## src/rtl/sdw_pkg.sv

```systemverilog
package sdw_pkg;
  localparam int AW     = 32;
  localparam int DOM_W  = 4;
  localparam int CODE_W = 4;
  localparam int AP_W   = 3;

  typedef enum logic [2:0] {
    S_IDLE, S_L1_REQ, S_L1_WAIT, S_L2_REQ, S_L2_WAIT, S_RESP
  } walk_st_e;

  typedef enum logic [1:0] {K_FAULT, K_TABLE, K_SECTION, K_SUPER} l1_kind_e;

  localparam logic [CODE_W-1:0] FC_NONE     = 4'd0;
  localparam logic [CODE_W-1:0] FC_L1_XLAT  = 4'd5;
  localparam logic [CODE_W-1:0] FC_L2_XLAT  = 4'd7;
  localparam logic [CODE_W-1:0] FC_SEC_DOM  = 4'd9;
  localparam logic [CODE_W-1:0] FC_PG_DOM   = 4'd11;
  localparam logic [CODE_W-1:0] FC_SEC_PERM = 4'd13;
  localparam logic [CODE_W-1:0] FC_PG_PERM  = 4'd15;

  typedef struct packed {
    l1_kind_e         kind;
    logic [DOM_W-1:0] dom;
    logic [AW-1:0]    paddr;
    logic [AP_W-1:0]  ap;
    logic             xn;
    logic             pxn;
    logic [AW-1:0]    nxt;
  } l1_info_t;

  typedef struct packed {
    logic            ok;
    logic [AW-1:0]   paddr;
    logic [AP_W-1:0] ap;
    logic            xn;
  } pg_info_t;

  function automatic logic [AW-1:0] l1_fetch_addr(input logic [AW-1:0] ttb,
                                                  input logic [AW-1:0] va);
    return {ttb[31:14], va[31:20], 2'b00};
  endfunction

  function automatic logic [AW-1:0] l2_fetch_addr(input logic [AW-1:0] d,
                                                  input logic [AW-1:0] va);
    return {d[31:10], va[19:12], 2'b00};
  endfunction

  function automatic logic [1:0] dom_bits(input logic [AW-1:0] dacr,
                                          input logic [DOM_W-1:0] dom);
    logic [AW-1:0] sh;
    sh = dacr >> {dom, 1'b0};
    return sh[1:0];
  endfunction
endpackage

```

## src/rtl/sdw_l1_decode.sv

```systemverilog
module sdw_l1_decode
  import sdw_pkg::*;
(
  input  logic [AW-1:0] desc,
  input  logic [AW-1:0] va,
  input  logic          pxn_en,
  output l1_info_t      info
);
  always_comb begin
    info       = '0;
    info.kind  = K_FAULT;
    info.nxt   = l2_fetch_addr(desc, va);
    info.ap    = {desc[15], desc[11:10]};
    info.xn    = desc[4];
    info.dom   = desc[8:5];
    unique case (desc[1:0])
      2'd0: info.kind = K_FAULT;
      2'd1: begin
        info.kind = K_TABLE;
        info.pxn  = pxn_en & desc[2];
        info.ap   = '0;
        info.xn   = 1'b0;
      end
      default: begin
        if (desc[1:0] == 2'd3 && !pxn_en) begin
          info.kind = K_FAULT;
        end else if (desc[18]) begin
          info.kind  = K_SUPER;
          info.dom   = '0;
          info.paddr = {desc[31:24], va[23:0]};
          info.pxn   = desc[0];
        end else begin
          info.kind  = K_SECTION;
          info.paddr = {desc[31:20], va[19:0]};
          info.pxn   = desc[0];
        end
      end
    endcase
  end
endmodule

```

## src/rtl/sdw_l2_decode.sv

```systemverilog
module sdw_l2_decode
  import sdw_pkg::*;
(
  input  logic [AW-1:0] desc,
  input  logic [AW-1:0] va,
  output pg_info_t      pg
);
  logic unused_l2;
  assign unused_l2 = ^{desc, va};

  always_comb begin
    pg    = '0;
    pg.ap = {desc[9], desc[5:4]};
    unique case (desc[1:0])
      2'd0: begin
        pg.ok = 1'b0;
        pg.ap = '0;
      end
      2'd1: begin
        pg.ok    = 1'b1;
        pg.paddr = {desc[31:16], va[15:0]};
        pg.xn    = desc[15];
      end
      default: begin
        pg.ok    = 1'b1;
        pg.paddr = {desc[31:12], va[11:0]};
        pg.xn    = desc[0];
      end
    endcase
  end
endmodule

```

## src/rtl/sdw_exec_check.sv

```systemverilog
module sdw_exec_check
  import sdw_pkg::*;
(
  input  logic              xn,
  input  logic              pxn,
  input  logic              priv,
  input  logic              fetch,
  input  logic [1:0]        dom_val,
  input  logic              is_page,
  output logic              fault,
  output logic [CODE_W-1:0] code,
  output logic              xn_out,
  output logic              mgr
);
  logic xn_eff;
  always_comb begin
    mgr    = (dom_val == 2'd3);
    xn_eff = xn | (pxn & priv);
    fault  = !mgr && xn_eff && fetch;
    code   = fault ? (is_page ? FC_PG_PERM : FC_SEC_PERM) : FC_NONE;
    xn_out = mgr ? 1'b0 : xn_eff;
  end
endmodule

```

## src/rtl/sdw_walker.sv

```systemverilog
module sdw_walker
  import sdw_pkg::*;
(
  input  logic        clk,
  input  logic        rst_n,
  input  logic        req_valid,
  output logic        req_ready,
  input  logic [31:0] req_vaddr,
  input  logic        req_priv,
  input  logic        req_fetch,
  input  logic        cfg_pxn_en,
  input  logic [31:0] ttb_base,
  input  logic [31:0] dom_ctrl,
  output logic        mem_rd_valid,
  input  logic        mem_rd_ready,
  output logic [31:0] mem_rd_addr,
  input  logic        mem_rsp_valid,
  input  logic [31:0] mem_rsp_data,
  output logic        rsp_valid,
  input  logic        rsp_ready,
  output logic        rsp_fault,
  output logic [3:0]  rsp_code,
  output logic [31:0] rsp_paddr,
  output logic [2:0]  rsp_ap,
  output logic        rsp_xn,
  output logic        rsp_mgr
);
  walk_st_e          state;
  logic [AW-1:0]     va_q, dacr_q, rd_addr_q;
  logic              priv_q, fetch_q, pxn_en_q;
  l1_info_t          l1, l1_q;
  pg_info_t          pg;
  logic [1:0]        dv, dv_q;
  logic              chk_fault, chk_xn, chk_mgr, in_l2;
  logic [CODE_W-1:0] chk_code;

  logic unused_ttb;
  assign unused_ttb = ^ttb_base[13:0];

  sdw_l1_decode u_l1 (.desc(mem_rsp_data), .va(va_q), .pxn_en(pxn_en_q), .info(l1));
  sdw_l2_decode u_l2 (.desc(mem_rsp_data), .va(va_q), .pg(pg));

  assign dv    = dom_bits(dacr_q, l1.dom);
  assign in_l2 = (state == S_L2_WAIT);

  sdw_exec_check u_ex (
    .xn(in_l2 ? pg.xn : l1.xn), .pxn(in_l2 ? l1_q.pxn : l1.pxn),
    .priv(priv_q), .fetch(fetch_q), .dom_val(in_l2 ? dv_q : dv),
    .is_page(in_l2), .fault(chk_fault), .code(chk_code),
    .xn_out(chk_xn), .mgr(chk_mgr)
  );

  // Named events, observed by the bound checker
  logic ev_l1_done, ev_l1_fault, ev_dom_fault, ev_l2_done, ev_l2_fault;
  assign ev_l1_done   = (state == S_L1_WAIT) && mem_rsp_valid;
  assign ev_l1_fault  = ev_l1_done && (l1.kind == K_FAULT);
  assign ev_dom_fault = ev_l1_done && !ev_l1_fault && !dv[0];
  assign ev_l2_done   = in_l2 && mem_rsp_valid;
  assign ev_l2_fault  = ev_l2_done && !pg.ok;

  assign req_ready    = (state == S_IDLE);
  assign rsp_valid    = (state == S_RESP);
  assign mem_rd_valid = (state == S_L1_REQ) || (state == S_L2_REQ);
  assign mem_rd_addr  = rd_addr_q;

  always_ff @(posedge clk or negedge rst_n) begin
    if (!rst_n) begin
      state <= S_IDLE;
      va_q <= '0; dacr_q <= '0; rd_addr_q <= '0;
      priv_q <= 1'b0; fetch_q <= 1'b0; pxn_en_q <= 1'b0;
      l1_q <= '0; dv_q <= '0;
      rsp_fault <= 1'b0; rsp_code <= '0; rsp_paddr <= '0;
      rsp_ap <= '0; rsp_xn <= 1'b0; rsp_mgr <= 1'b0;
    end else begin
      unique case (state)
        S_IDLE: if (req_valid) begin
          va_q      <= req_vaddr;
          priv_q    <= req_priv;
          fetch_q   <= req_fetch;
          pxn_en_q  <= cfg_pxn_en;
          dacr_q    <= dom_ctrl;
          rd_addr_q <= l1_fetch_addr(ttb_base, req_vaddr);
          state     <= S_L1_REQ;
        end
        S_L1_REQ: if (mem_rd_ready) state <= S_L1_WAIT;
        S_L2_REQ: if (mem_rd_ready) state <= S_L2_WAIT;
        S_L1_WAIT: if (mem_rsp_valid) begin
          rsp_paddr <= '0; rsp_ap <= '0; rsp_xn <= 1'b0; rsp_mgr <= 1'b0;
          if (ev_l1_fault) begin
            rsp_fault <= 1'b1; rsp_code <= FC_L1_XLAT; state <= S_RESP;
          end else if (ev_dom_fault) begin
            rsp_fault <= 1'b1;
            rsp_code  <= (l1.kind == K_TABLE) ? FC_PG_DOM : FC_SEC_DOM;
            state     <= S_RESP;
          end else if (l1.kind == K_TABLE) begin
            l1_q      <= l1;
            dv_q      <= dv;
            rd_addr_q <= l1.nxt;
            state     <= S_L2_REQ;
          end else begin
            rsp_fault <= chk_fault;
            rsp_code  <= chk_code;
            if (!chk_fault) begin
              rsp_paddr <= l1.paddr; rsp_ap <= l1.ap;
              rsp_xn    <= chk_xn;   rsp_mgr <= chk_mgr;
            end
            state <= S_RESP;
          end
        end
        S_L2_WAIT: if (mem_rsp_valid) begin
          rsp_paddr <= '0; rsp_ap <= '0; rsp_xn <= 1'b0; rsp_mgr <= 1'b0;
          if (ev_l2_fault) begin
            rsp_fault <= 1'b1; rsp_code <= FC_L2_XLAT;
          end else begin
            rsp_fault <= chk_fault;
            rsp_code  <= chk_code;
            if (!chk_fault) begin
              rsp_paddr <= pg.paddr; rsp_ap <= pg.ap;
              rsp_xn    <= chk_xn;   rsp_mgr <= chk_mgr;
            end
          end
          state <= S_RESP;
        end
        S_RESP: if (rsp_ready) state <= S_IDLE;
        default: state <= S_IDLE;
      endcase
    end
  end
endmodule

```

## config.mk

```make
export PLATFORM = sky130hd
export DESIGN_NAME = sdw_walker
export DESIGN_NICKNAME = d
export VERILOG_FILES = /design/src/rtl/sdw_pkg.sv /design/src/rtl/sdw_l1_decode.sv /design/src/rtl/sdw_l2_decode.sv /design/src/rtl/sdw_exec_check.sv /design/src/rtl/sdw_walker.sv
export SDC_FILE = /design/constraint.sdc
export NUM_CORES = 1
export LEC_CHECK = 0
export CAP_MARGIN = 20
export CORE_ASPECT_RATIO = 0.6
export CORE_MARGIN = 1
export CORE_UTILIZATION = 42
export CTS_CLUSTER_DIAMETER = 50
export CTS_CLUSTER_SIZE = 10
export DETAILED_ROUTE_END_ITERATION = 8
export PLACE_DENSITY = 0.78
export SETUP_SLACK_MARGIN = 0.02
export SYNTH_ARGS = -nofsm -noshare
export SYNTH_HDL_FRONTEND = slang
export SYNTH_SLANG_ARGS = --single-unit
```

## constraint.sdc

```tcl
create_clock -name clk -period 2.08 [get_ports clk]
set_input_delay 0.208 -clock clk [delete_from_list [all_inputs] [get_ports clk]]
set_output_delay 0.208 -clock clk [all_outputs]
set_load 0.005 [all_outputs]
```

==> results of run 1 <==
Yosys cell counts (2+ instances only):
master,number
nor2_1,49
a32oi_1,2
nor3_1,4
mux2i_1,40
a31o_2,6
and2_1,5
a21oi_1,47
buf_2,10
buf_4,3
or3_1,2
o22ai_1,3
a22o_2,13
nand2b_1,4
clkbuf_1,18
a22o_1,27
a41o_1,2
o21ai_0,13
o211ai_2,2
buf_1,5
a31oi_1,5
a31o_1,2
or2_2,3
o41ai_1,2
mux2_2,59
a32o_1,5
inv_1,5
and3_1,2
nand2_1,19
nand4_1,3
nor2b_1,3
nand3_1,7
buf_6,4
dfrtp_1,137
a21o_1,2
mux4_2,2
layout make-up:
type	instances	area, um^2
clock buffer	18	429
clock inverter	14	133
timing repair buffer	286	2910
fill	1019	4130
sequential	137	3430
inverter	5	18.8
multi-input combinational	353	3290
tap	198	248
antenna	1	2.50
worst min path at each step:
| stage | slack [ns] | start | end | cells after the start |
|---|---|---|---|---|
| after floorplan | -0.09 | rst_n | dacr_q[0] | 0 |
| after global placement | 0.18 | rst_n | state[2] | 1 |
| after detailed placement | 0.19 | rst_n | state[2] | 1 |
| after CTS | 0.34 | rst_n | state[2] | 2 |
| after global routing | 0.36 | rst_n | rsp_ap[1] | 2 |
| final | 0.32 | rst_n | state[1] | 2 |
worst max-delay path: stages (launching register included):
cell and delay, ns:
dfrtp_1 0.37, mux2i_2 0.09, mux4_2 0.46, or3_4 0.35, o211ai_4 0.09, buf_6 0.16
o22ai_4 0.08, a311oi_4 0.22, buf_6 0.19, clkbuf_16 0.16, a22o_1 0.11
metal layers:
| metal | wire length (um) | part of all wire | up-vias | track usage |
|---|---|---|---|---|
| met5 | 0 | 0 | - | 0 |
| met4 | 302 | 0.014 | 0 | 0.0755 |
| met3 | 1550 | 0.073 | 26 | 0.0802 |
| met2 | 9600 | 0.45 | 241 | 0.417 |
| met1 | 9720 | 0.46 | 2891 | 0.378 |
| li1 | - | - | 2518 | - |
metrics by stage:
stage	total power (uW)	hold WS [ns]	instance area, um^2
2_1_floorplan	7480	-0.0876	6460
4_1_cts	14000	0.341	10000
5_1_grt	15300	0.360	10500
6_report	14600	0.316	10500
3_5_place_dp	10300	0.187	9020
3_3_place_gp	10000	0.178	9020
cell families (layout without fill, tap and decap cells):
kind of cell	count (synthesis)	in the layout
AO/OA/AOI/OAI	147	147
buffers and inverters	45	323
flip-flops	137	137
multiplexers	101	101
other	1	3
AND/OR/NAND/NOR	103	103
power by group:
part           internal, uW  total (uW)  switching, uW
Sequential             3950        5000           1050
Combinational          4010        6720           2700
Clock                  1580        2910           1330
cell usage in the layout (no fill, tap or decap), types with 5 or more instances in the layout:
master	n
a21oi_1	18
a21oi_2	28
a22o_1	27
nand2_1	19
nand3_1	6
buf_12	11
buf_6	9
a31o_2	6
dfrtp_1	137
o21ai_1	5
nor2_2	11
o21ai_0	5
mux2_2	59
nor2_1	11
nor2_4	27
mux2i_1	39
clkbuf_16	20
clkdlybuf4s50_1	193
inv_1	5
a22o_4	12
buf_4	63
what timing repair did:
action | in CTS | in global routing
setup endpoints to repair | 77 | 79
gates cloned | 5 | 4
gates resized for setup | 71 | 77
pin swaps | 7 | 27
hold buffers | 1 | 0
buffers inserted | 8 | 8
hold endpoints to repair | 47 | 0
flip-flops by register name, indices dropped and copies added, names as in the netlist, 2 cells and up:
name and flops:
dacr_q 32, dv_q 2, mem_rd_addr 30, rsp_ap 3, rsp_code 4, rsp_paddr 32
state 3, va_q 24
==> metrics.md, run 1 <==
| Metric | Value |
|---|---|
| Post-layout util | `0.717` |
| Unrepaired setup endpoints after global routing | `true` |
| Rows | `34` |
| Routability Congestion | `0.967` |
| Yosys reg bits | `137` |
| H-tree depth | `4` |
| Final hold violations | `0` |
| Vias in the first global route | `5837` |
| Avg Cell Area, Syn | `11.9 um^2` |
| Drt first pass iters | `5` |
| Worst min path class | `input pin to asynchronous set/reset pin` |
| CTS tree | `yes` |
| Setup TNS Final | `-16.36 ns` |
| Worst slack at placement | `-0.878 ns` |
| Max Clock Skew | `0.0121 ns` |
| Area share of the largest cell type after synthesis | `0.541` |
| Main area contributors after synthesis | `dfrtp_1, mux2_2, mux2i_1` |
| Setup Viol. Count Final | `77` |
| EDFF count, synth | `0` |
| Ports | `214` |
| Total Die Area | `15600 um^2` |
| Core area | `14600 um^2` |
| Startpoint Class | `flip-flop` |
| Min cycle time layout | `2.36 ns` |
| Max IR drop VDD | `0.629 mV` |
| Worst setup path category | `flip-flop to flip-flop` |
| NumNets Final | `937` |
| Synth Area in Adders | `0` |
| Initial Util | `0.434` |
| Post-synthesis compound-gate area fraction | `0.175` |
| Tot GR Track Use | `0.273` |
| Layout area overhead | `65.2%` |
| Vias | `5676` |
| First-pass GRT wire length | `32400 um` |
| Root Buffer | `clkbuf_16` |
| Mux cell area share after synthesis | `0.175` |
| Leading area contributor after synthesis | `dfrtp_1` |
| Initial DRC count | `337` |
| WL/cell | `20.9 um` |
| Ys async rst share | `1.00` |
| Static Leak | `0.00425 uW` |
| Most used DFF post-synth | `dfrtp_1` |
| CTS Buf Count | `17` |
| DR DRC count | `0` |
| Yosys warns | `0` |
| Arrival @ worst endpoint | `2.72 ns` |
| Failing checks | `setup timing` |
| PwrDens | `1400 nW/um^2` |
| Required @ worst endpoint | `2.44 ns` |
| Crit Path Max Fanout | `5` |
| Clk buf depth | `2` |
| Die Y | `97.1 um` |
| Fin. max-slew vios | `0` |
| Worst Reg-to-Reg Cells | `10` |
| Grt total ovfl | `0` |
| Clk Latency, worst-skew pair | `0.42 ns` |
| Reg-to-Reg End | `rsp_paddr[3]` |
| Clk sinks | `137` |
| Yosys cell types | `54` |
| Initial antenna violation count | `1` |
| CP Launch Point | `dacr_q[12]` |
| Vias per cell | `5.61` |
| DRT Wirelength | `21200 um` |
| Post-DP HPWL | `14200 um` |
| Largest family of logic cells by synthesized area | `multiplexers` |
| Max_cap viols | `0` |
| Cells after Synth | `534` |
| Final setup margin | `-0.283 ns` |
| Horiz. Die Dim | `161 um` |
| Final cycle utilization of the critical path | `1.14` |
| Clk slew on worst S/H paths | `0.06 ns` |
| Worst slew pin tran | `0.529 ns` |
| Synthesized cell area | `6330 um^2` |
| Max Fclk | `423 MHz` |
| Post-Synth XOR/XNOR Area | `0` |
| Sequential-to-total area share from yosys stat | `0.541` |
| Synth Area in Simple Gates | `0.0731` |
| Layout Cells excl Fill | `1012` |
| Share of post-route cells with drive strength above 1 | `0.367` |
| Reg2reg start | `dacr_q[12]` |
| Worst reg2reg setup slack | `-0.28 ns` |
| Max_slew headroom | `0.647` |
| Port Buffer Count | `196` |
| Outcome | `complete, but fails checks` |
| Critical Path Sink Type | `flip-flop` |
| DRT antenna net count | `0` |
| Inst Count DP | `957` |
| Largest net degree at the start of global routing | `55` |
| Setup crit end | `rsp_paddr[3]` |
Power figures use the tool's default switching activity.
==> inputs of run 2 (changes only) <==
PLACE_DENSITY = default   (was 0.78)
PLACE_DENSITY_LB_ADDON = 0.12   (was default)
==> metrics.md, run 2 (same netlist as run 1, synthesis figures left out) <==
| Metric | Value |
|---|---|
| Outcome | `complete, but fails checks (unchanged)` |
| Failing checks | `setup timing (unchanged)` |
| Post-DP HPWL | `13800 um (was 14200 um)` |
| Share of post-route cells with drive strength above 1 | `0.373 (was 0.367)` |
| Top delay family on crit path | `multiplexers (unchanged)` |
| Worst min path class | `input pin to asynchronous set/reset pin (unchanged)` |
| Max_slew headroom | `0.653 (was 0.647)` |
| H-tree depth | `4 (unchanged)` |
| Routability Congestion | `0.902 (was 0.967)` |
| DR DRC count | `0 (unchanged)` |
| Initial Util | `0.434 (unchanged)` |
| Clk buf depth | `2 (unchanged)` |
| Fin. max-slew vios | `0 (unchanged)` |
| Rows | `34 (unchanged)` |
| Root Buffer | `clkbuf_16 (unchanged)` |
| Ports | `214 (unchanged)` |
| DRT antenna net count | `0 (unchanged)` |
| Total Die Area | `15600 um^2 (unchanged)` |
| Unrepaired setup endpoints after global routing | `true (unchanged)` |
| Area of placed instances | `8990 um^2 (was 9020 um^2)` |
| First-pass GRT wire length | `32300 um (was 32400 um)` |
| Tot GR Track Use | `0.270 (was 0.273)` |
| Grt total ovfl | `0 (unchanged)` |
| Max Clock Skew | `0.0117 ns (was 0.0121 ns)` |
| Most common cell after layout, fill and taps aside | `clkdlybuf4s50_1 (unchanged)` |
| Max_cap viols | `0 (unchanged)` |
| Arrival @ worst endpoint | `2.77 ns (was 2.72 ns)` |
| Max IR drop VDD | `0.623 mV (was 0.629 mV)` |
| Final hold violations | `0 (unchanged)` |
| Max Fclk | `411 MHz (was 423 MHz)` |
| Worst slack at placement | `-0.870 ns (was -0.878 ns)` |
| Worst slew pin tran | `0.520 ns (was 0.529 ns)` |
| Horiz. Die Dim | `161 um (unchanged)` |
| Crit Path Max Fanout | `6 (was 5)` |
| Clk sinks | `137 (unchanged)` |
| Final cycle utilization of the critical path | `1.17 (was 1.14)` |
| Initial antenna violation count | `0 (was 1)` |
| Commonest non-fill, non-tap cells in the layout | `clkdlybuf4s50_1, dfrtp_1, mux2_2 (was clkdlybuf4s50_1, dfrtp_1, buf_4)` |
| Clk slew on worst S/H paths | `0.06 ns (about the same)` |
| Vias | `5548 (was 5676)` |
| CP dominant cell by count | `buf_6 (unchanged)` |
| NumNets Final | `939 (was 937)` |
| Critical Path Sink Type | `flip-flop (unchanged)` |
| PwrDens | `1410 nW/um^2 (was 1400 nW/um^2)` |
| Static Leak | `0.00428 uW (was 0.00425 uW)` |
| Setup Viol. Count Final | `76 (was 77)` |
| Final setup margin | `-0.353 ns (was -0.283 ns)` |
| Port Buffer Count | `196 (unchanged)` |
| CTS tree | `yes (unchanged)` |
| Slowest cell on crit path | `mux4_2 (unchanged)` |
| Design area | `10600 um^2 (was 10500 um^2)` |
| Layout Cells excl Fill | `1012 (unchanged)` |
| # diodes | `0 (was 1)` |
| Layout area overhead | `67.3% (was 65.2%)` |
| Startpoint Class | `flip-flop (unchanged)` |
| Worst setup path category | `flip-flop to flip-flop (unchanged)` |
| Total power | `15000 uW (was 14600 uW)` |
| Initial DRC count | `299 (was 337)` |
| Vias in the first global route | `5763 (was 5837)` |
| CP bufs+invs | `4 (was 3)` |
| DRT Wirelength | `21000 um (was 21200 um)` |
| Max incr delay on CP | `0.48 ns (was 0.46 ns)` |
| CP cell instances | `mux2i_2 -> mux4_2 -> or3_4 -> o211ai_4 -> buf_6 -> a41o_4 -> buf_6 -> buf_12 -> buf_16 -> nor2_4 -> a21oi_2 (was mux2i_2 -> mux4_2 -> or3_4 -> o211ai_4 -> buf_6 -> o22ai_4 -> a311oi_4 -> buf_6 -> clkbuf_16 -> a22o_1)` |
| Clk Latency, worst-skew pair | `0.42 ns (about the same)` |
| WL/cell | `20.8 um (was 20.9 um)` |
| Drt first pass iters | `4 (was 5)` |
| Largest net degree at the start of global routing | `45 (was 55)` |
| Vias per cell | `5.48 (was 5.61)` |
| Post-layout util | `0.726 (was 0.717)` |
| CTS Buf Count | `17 (unchanged)` |
| Inst Count DP | `951 (was 957)` |
| Core area | `14600 um^2 (unchanged)` |
| Required @ worst endpoint | `2.41 ns (was 2.44 ns)` |
| Min cycle time layout | `2.43 ns (was 2.36 ns)` |
| Die Y | `97.1 um (unchanged)` |
run 2: final timing paths:
path                             start        endpoint  slack [ns]  cells past startpoint
min in group clk           dom_ctrl[2]       dacr_q[2]        0.40                      2
max                          dacr_q[8]  mem_rd_addr[5]       -0.35                     11
max reg2reg                  dacr_q[8]  mem_rd_addr[5]       -0.35                     11
min reg2reg                   va_q[11]   rsp_paddr[11]        0.49                      1
max in group asynchronous        rst_n        va_q[12]        1.18                      3
min                              rst_n  mem_rd_addr[9]        0.29                      2
run 2: where the power goes:
part           internal [uW]  switching, uW
logic                   4110           2800
registers               3950            998
clock network           1930           1200
run 2: cell type report:
class | instances | area [um^2]
Inverter | 5 | 18.8
Clock inverter | 12 | 166
Multi-Input combinational cell | 353 | 3310
Fill cell | 996 | 3990
Sequential cell | 137 | 3430
Clock buffer | 19 | 443
Tap cell | 198 | 248
Timing Repair Buffer | 288 | 2980
run 2: metrics by stage:
stage | setup TNS (ns) | hold WS (ns)
4_1_cts | -20.79 | 0.292
6_report | -21.69 | 0.294
3_3_place_gp | -56.31 | 0.167
3_5_place_dp | -61.60 | 0.174
2_1_floorplan | -3.21 | -0.0876
5_1_grt | -25.80 | 0.319
run 2: routing by layer:
| metal | global-route usage | wire [um] | vias to the layer above | share of wire |
|---|---|---|---|---|
| li1 | - | - | 2522 | - |
| met1 | 0.396 | 9910 | 2796 | 0.47 |
| met2 | 0.395 | 9320 | 208 | 0.44 |
| met3 | 0.0713 | 1570 | 22 | 0.075 |
| met4 | 0.0674 | 214 | 0 | 0.010 |
| met5 | 0 | 0 | - | 0 |
run 2: timing repair:
item                                    in CTS  in global routing
cloned                                       6                  3
buffers inserted                            20                  4
pin swaps                                   15                 18
endpoints found under the hold margin       40                  0
hold buffers                                 1                  0
endpoints found under the setup margin      77                107
resized for setup                           62                 97
